==> src/rtl/ss_pkg.sv <==
package ss_pkg;
  // Control decoded from the channel inputs for one clock.
  typedef struct packed {
    logic run;   // channel active
    logic step;  // strobe accepted this cycle
  } ss_ctrl_t;

  localparam int unsigned SS_STEPS_DEF = 5;
  localparam int unsigned SS_CLKS_DEF  = 512;
endpackage

==> src/rtl/ss_rst_sync.sv <==
module ss_rst_sync #(
  parameter int unsigned STAGES = 2
) (
  input  logic clk,
  input  logic rst_n,
  output logic rst_sync_n
);
  logic [STAGES-1:0] sync_q;

  always_ff @(posedge clk or negedge rst_n) begin
    if (!rst_n) sync_q <= '0;
    else        sync_q <= {sync_q[STAGES-2:0], 1'b1};
  end

  assign rst_sync_n = sync_q[STAGES-1];
endmodule

==> src/rtl/ss_pulse_counter.sv <==
module ss_pulse_counter
  import ss_pkg::*;
#(
  parameter int unsigned LIMIT = 512,
  parameter int unsigned CNT_W = $clog2(LIMIT + 1)
) (
  input  logic             clk,
  input  logic             rst_n,
  input  ss_ctrl_t         ctrl,
  output logic [CNT_W-1:0] count,
  output logic             full
);
  localparam logic [CNT_W-1:0] LIMIT_C = CNT_W'(LIMIT);

  logic [CNT_W-1:0] count_q, count_d;
  logic             count_en;

  assign full = (count_q == LIMIT_C);

  // Next state: clear when the channel stops, advance on accepted strobe.
  always_comb begin
    count_en = 1'b0;
    count_d  = count_q;
    if (!ctrl.run) begin
      count_en = (count_q != '0);
      count_d  = '0;
    end else if (ctrl.step && !full) begin
      count_en = 1'b1;
      count_d  = count_q + CNT_W'(1);
    end
  end

  always_ff @(posedge clk or negedge rst_n) begin
    if (!rst_n)        count_q <= '0;
    else if (count_en) count_q <= count_d;
  end

  assign count = count_q;
endmodule

==> src/rtl/ss_level_map.sv <==
module ss_level_map #(
  parameter int unsigned STEPS = 5,
  parameter int unsigned LIMIT = 512,
  parameter int unsigned CNT_W = $clog2(LIMIT + 1),
  parameter int unsigned LVL_W = $clog2(STEPS + 1)
) (
  input  logic [CNT_W-1:0] count,
  output logic [LVL_W-1:0] level
);
  localparam int unsigned PROD_W = CNT_W + LVL_W;
  localparam bit          POW2   = ((LIMIT & (LIMIT - 1)) == 0);

  logic [PROD_W-1:0] prod;
  logic [PROD_W-1:0] quot;

  assign prod = PROD_W'(count) * PROD_W'(STEPS);

  generate
    if (POW2) begin : g_shift
      assign quot = prod >> $clog2(LIMIT);
    end else begin : g_div
      assign quot = prod / PROD_W'(LIMIT);
    end
  endgenerate

  // Saturate at full scale.
  always_comb begin
    if (quot >= PROD_W'(STEPS)) level = LVL_W'(STEPS);
    else                        level = quot[LVL_W-1:0];
  end
endmodule

==> src/rtl/softstart_ramp.sv <==
module softstart_ramp
  import ss_pkg::*;
#(
  parameter int unsigned STEPS = SS_STEPS_DEF,
  parameter int unsigned LIMIT = SS_CLKS_DEF,
  parameter int unsigned LVL_W = $clog2(STEPS + 1)
) (
  input  logic             clk,
  input  logic             rst_n,
  input  logic             enable,
  input  logic             shutdown,
  input  logic             standby,
  input  logic             osc_tick,
  output logic [LVL_W-1:0] level,
  output logic             done
);
  localparam int unsigned CNT_W = $clog2(LIMIT + 1);

  logic             rst_core_n;
  ss_ctrl_t         ctrl;
  logic [CNT_W-1:0] count;
  logic             full;

  ss_rst_sync #(.STAGES(2)) u_rst (
    .clk        (clk),
    .rst_n      (rst_n),
    .rst_sync_n (rst_core_n)
  );

  always_comb begin
    ctrl.run  = enable && !shutdown && !standby;
    ctrl.step = ctrl.run && osc_tick;
  end

  ss_pulse_counter #(.LIMIT(LIMIT), .CNT_W(CNT_W)) u_cnt (
    .clk   (clk),
    .rst_n (rst_core_n),
    .ctrl  (ctrl),
    .count (count),
    .full  (full)
  );

  ss_level_map #(.STEPS(STEPS), .LIMIT(LIMIT), .CNT_W(CNT_W), .LVL_W(LVL_W)) u_map (
    .count (count),
    .level (level)
  );

  assign done = full;
endmodule

==> config.mk <==
export PLATFORM = sky130hd
export DESIGN_NAME = softstart_ramp
export DESIGN_NICKNAME = d
export VERILOG_FILES = /design/src/rtl/ss_pkg.sv /design/src/rtl/ss_rst_sync.sv /design/src/rtl/ss_pulse_counter.sv /design/src/rtl/ss_level_map.sv /design/src/rtl/softstart_ramp.sv
export SDC_FILE = /design/constraint.sdc
export NUM_CORES = 1
export LEC_CHECK = 0
export ABC_AREA = 1
export BUFFER_PORTS_ARGS = -buffer_cell sky130_fd_sc_hd__buf_2
export CORE_ASPECT_RATIO = 1.2
export CORE_MARGIN = 2
export CORE_UTILIZATION = 45
export DETAILED_ROUTE_END_ITERATION = 6
export PLACE_DENSITY = 0.69
export SYNTH_ARGS = -nofsm -noshare
export SYNTH_HDL_FRONTEND = slang
export SYNTH_SLANG_ARGS = --single-unit
==> constraint.sdc <==
create_clock -name clk -period 2.3 [get_ports clk]
set_input_delay 0.46 -clock clk [delete_from_list [all_inputs] [get_ports clk]]
set_output_delay 0.46 -clock clk [all_outputs]
set_load 0.05 [all_outputs]
==> reports/metrics.csv <==
stage,metric,value,unit
outcome,status,"complete, but fails checks",
outcome,violations_in_the_final_reports,negative setup slack,
cells_and_area,finalNonFillerCells,228,
pwr,irDropWorstVdd,0.347,mV
cells_and_area,multi_input_comb_area,1060,sq um
synth,average_cell_area_after_synthesis,7.30,sq um
timing,worst_clock_skew,0.000653,ns
global_route,grt_remaining_overflow,0,
cts,clk_transition_reported_paths,0.08,ns
run,cap_violations,0,
cells_and_area,nFillCells,216,
cts,cts.root.buffer_cell,sky130_fd_sc_hd__clkbuf_4,
placed_design,finalWeightedCongestion,0.870,
cts,clock_insertion_delay_worst_skew,0.28,ns
floorplan,die_width,51.1,um
synth,yosysUniqueCellTypes,29,
synth,syn-instance-count,164,
cells_and_area,layout.core_utilization,0.685,
min_path,hp-class,flop to async pin,
cells_and_area,antenna_cells,0,
cells_and_area,finalNetCount,218,
pwr,cellLeakagePower,0.821,nW
cts,ctsHtreeMaxLevel,1,
global_route,grt_first_pass_wirelength,5.15,mm
cts,cts_tree,done,
timing,finalWorstPathRequiredPeriod,2.64,ns
global_route,global_route.usage.total,0.219,
routing,vias,1234,
routing,drt_first_pass_iters,4,
floorplan,placementRows,20,
timing,grt_setup_unrepaired,true,
synth,synthesis.area,1200,sq um
critical_path,cp.arrival,2.18,ns
cells_and_area,register_area,307,sq um
cells_and_area,area_delta_synth_final,44.5,%
pwr,pwr_density_cell,352,nW/um^2
timing,report.final.hold_viol_count,0,
cts,cts.sink_count,12,
floorplan,io-pin-count,10,
synth,synth_sequential_area_ratio,0.251,
synth,yosys-mux-area-fraction,0,
placed_design,hpwlAfterDp,2.34,mm
floorplan,core_area,2530,sq um
synth,synth_adder_area_share,0.167,
timing,layout_worst_path_cycle_share,1.15,
timing,drv_slew,0,
global_route,initial_antenna_violation_count,0,
critical_path,startpoint_type,flop,
routing,post_drt_via_cell_ratio,5.41,
timing,fmax,379,MHz
floorplan,dieHeight,60.5,um
synth,synth_top_family_by_area,simple AND/OR/NAND/NOR gates,
placed_design,io_buffers,9,
critical_path,criticalPathCategory,flop to output pin,
synth,yosys_register_bits,12,
global_route,first_global_vias,1216,
floorplan,start_util,0.474,
synth,yosys.area_share.xor_xnor,0.0512,
placed_design,dp_cells,219,
critical_path,worstPathMaxFanout,3,
routing,postRouteAntennaNets,0,
floorplan,die_area,3090,sq um
global_route,grt_max_degree,12,
routing,wl,3.11,mm
cts,clock_tree.buffer_depth,2,
cts,cts-buffers-inserted,3,
cells_and_area,post_route_cells_drive_above_1_share,0.415,
routing,drt_drc_violations_left,0,
critical_path,timing.critical_path.to_type,output pin,
timing,timing.final.setup_violations,3,
routing,drt-wirelength-per-cell,13.6,um
routing,detailedRoute.firstIterationViolations,55,
critical_path,worst_ep_required_time,1.84,ns
synth,synth_simple_gate_area_frac,0.406,
timing,final.setup.worst_slack,-0.341,ns
synth,yosysWarnings,0,
synth,mappedNetlistNets,186,
synth,synth_compound_gate_area_share,0.0512,
==> metrics by stage <==
stage | power [mW] | TNS, ns | cell area (sq um) | hold WS, ns | worst slack (ns)
after CTS | 0.599 | -0.875 | 1650 | 0.190 | -0.329
after global routing | 0.647 | -1.10 | 1730 | 0.214 | -0.397
after floorplan | 0.380 | -0.0138 | 1380 | 0.121 | -0.0138
after global placement | 0.428 | -0.190 | 1560 | 0.181 | -0.128
final | 0.610 | -0.904 | 1730 | 0.177 | -0.341
after detailed placement | 0.430 | -0.233 | 1560 | 0.182 | -0.149
==> placed cells by master (no fill, tap or decap), drive strengths merged, types with 3 or more instances in the layout <==
cell type  instances
nand2             51
buf               28
nand3             18
xor2               5
a21oi              4
ha                16
clkbuf             4
dfrtp             12
inv               18
nor2              17
nand4              5
o21ai              3
==> worst max-delay path: stages (launching register included) <==
cell and delay [ns]:
sky130_fd_sc_hd__dfrtp_2 0.46, sky130_fd_sc_hd__ha_4 0.29, sky130_fd_sc_hd__ha_4 0.20, sky130_fd_sc_hd__a21o_1 0.19
sky130_fd_sc_hd__a21oi_2 0.13, sky130_fd_sc_hd__buf_4 0.13, sky130_fd_sc_hd__nand3_2 0.08, sky130_fd_sc_hd__nand2_1 0.07
sky130_fd_sc_hd__nand2_1 0.07, sky130_fd_sc_hd__nand3_2 0.08, sky130_fd_sc_hd__nand3_4 0.06, sky130_fd_sc_hd__buf_8 0.15
==> layer usage <==
metal,routed length (um),GRT usage
met1,1180,0.243
met2,1700,0.427
met3,146,0.0172
met4,85,0.0927
met5,0,0
==> report_power, final <==
part           total (mW)  switching, mW  internal (mW)
Clock               0.172         0.0758         0.0964
Combinational       0.191          0.123         0.0688
Sequential          0.246         0.0218          0.224
Total               0.610          0.220          0.389
==> repair_timing <==
action	in CTS	in global routing
gates cloned	0	0
hold buffers	1	0
gates resized for setup	11	12
endpoints found under the hold margin	2	0
pin swaps	10	10
buffers inserted	0	4
endpoints found under the setup margin	4	4
==> kinds of logic after synthesis <==
family                   count (synthesis)
AND/OR/NAND/NOR                         98
flip-flops                              12
other                                    1
buffers and inverters                   20
adder cells (fa/ha/maj)                 16
XOR/XNOR                                 7
AO/OA/AOI/OAI                           10
==> cell type report <==
| type | instances | share of cell area |
|---|---|---|
| multi-input combinational | 132 | 0.612 |
| sequential | 12 | 0.177 |
| timing repair buffer | 29 | 0.127 |
| inverter | 18 | 0.0390 |
| tap | 33 | 0.0239 |
| clock buffer | 4 | 0.0210 |
==> flip-flops by register name, indices dropped and copies added (netlist names) <==
register      count
u_rst.sync_q      2
u_cnt.count      10
==> path summary, 6_finish.rpt <==
kind,from,endpoint,slack [ns],depth (start not counted)
setup reg to reg,u_cnt.count[1]$_DFFE_PN0P_,u_cnt.count[7]$_DFFE_PN0P_,0.45,10
setup / recovery,u_cnt.count[7]$_DFFE_PN0P_,level[0],-0.34,11
min in group clk,u_rst.sync_q[0]$_DFF_PN0_,u_rst.sync_q[1]$_DFF_PN0_,0.35,0
hold / removal,u_rst.sync_q[1]$_DFF_PN0_,u_cnt.count[2]$_DFFE_PN0P_,0.18,0
max in group asynchronous,rst_n,u_rst.sync_q[1]$_DFF_PN0_,1.72,2
hold reg to reg,u_rst.sync_q[1]$_DFF_PN0_,u_cnt.count[2]$_DFFE_PN0P_,0.18,0
==> cell usage after synthesis <==
cell type,n,share of area
sky130_fd_sc_hd__nand2_1,48,0.15
sky130_fd_sc_hd__nand3_1,18,0.075
sky130_fd_sc_hd__ha_1,16,0.17
sky130_fd_sc_hd__inv_1,16,0.050
sky130_fd_sc_hd__nor2_1,16,0.050
sky130_fd_sc_hd__dfrtp_1,12,0.25
sky130_fd_sc_hd__xor2_1,5,0.037
sky130_fd_sc_hd__a21oi_1,4,0.017
sky130_fd_sc_hd__nand4_1,4,0.021
sky130_fd_sc_hd__nand2_4,3,0.028
sky130_fd_sc_hd__inv_2,2,0.0063
sky130_fd_sc_hd__nor3_2,2,0.017
sky130_fd_sc_hd__xnor2_1,2,0.015
sky130_fd_sc_hd__a21o_1,1,0.0063
sky130_fd_sc_hd__a22oi_1,1,0.0063
sky130_fd_sc_hd__buf_2,1,0.0042
sky130_fd_sc_hd__buf_6,1,0.0094
sky130_fd_sc_hd__conb_1,1,0.0031
sky130_fd_sc_hd__nand3b_1,1,0.0063
sky130_fd_sc_hd__nand4_2,1,0.010
sky130_fd_sc_hd__nor2_2,1,0.0052
sky130_fd_sc_hd__nor3b_2,1,0.010
sky130_fd_sc_hd__nor4_1,1,0.0052
sky130_fd_sc_hd__nor4_4,1,0.018
sky130_fd_sc_hd__o21ai_0,1,0.0042
sky130_fd_sc_hd__o21ai_1,1,0.0042
sky130_fd_sc_hd__o21ai_2,1,0.0073
sky130_fd_sc_hd__o21bai_1,1,0.0063
sky130_fd_sc_hd__or3b_4,1,0.0094
Note: power is estimated with default switching activity, not from simulation.
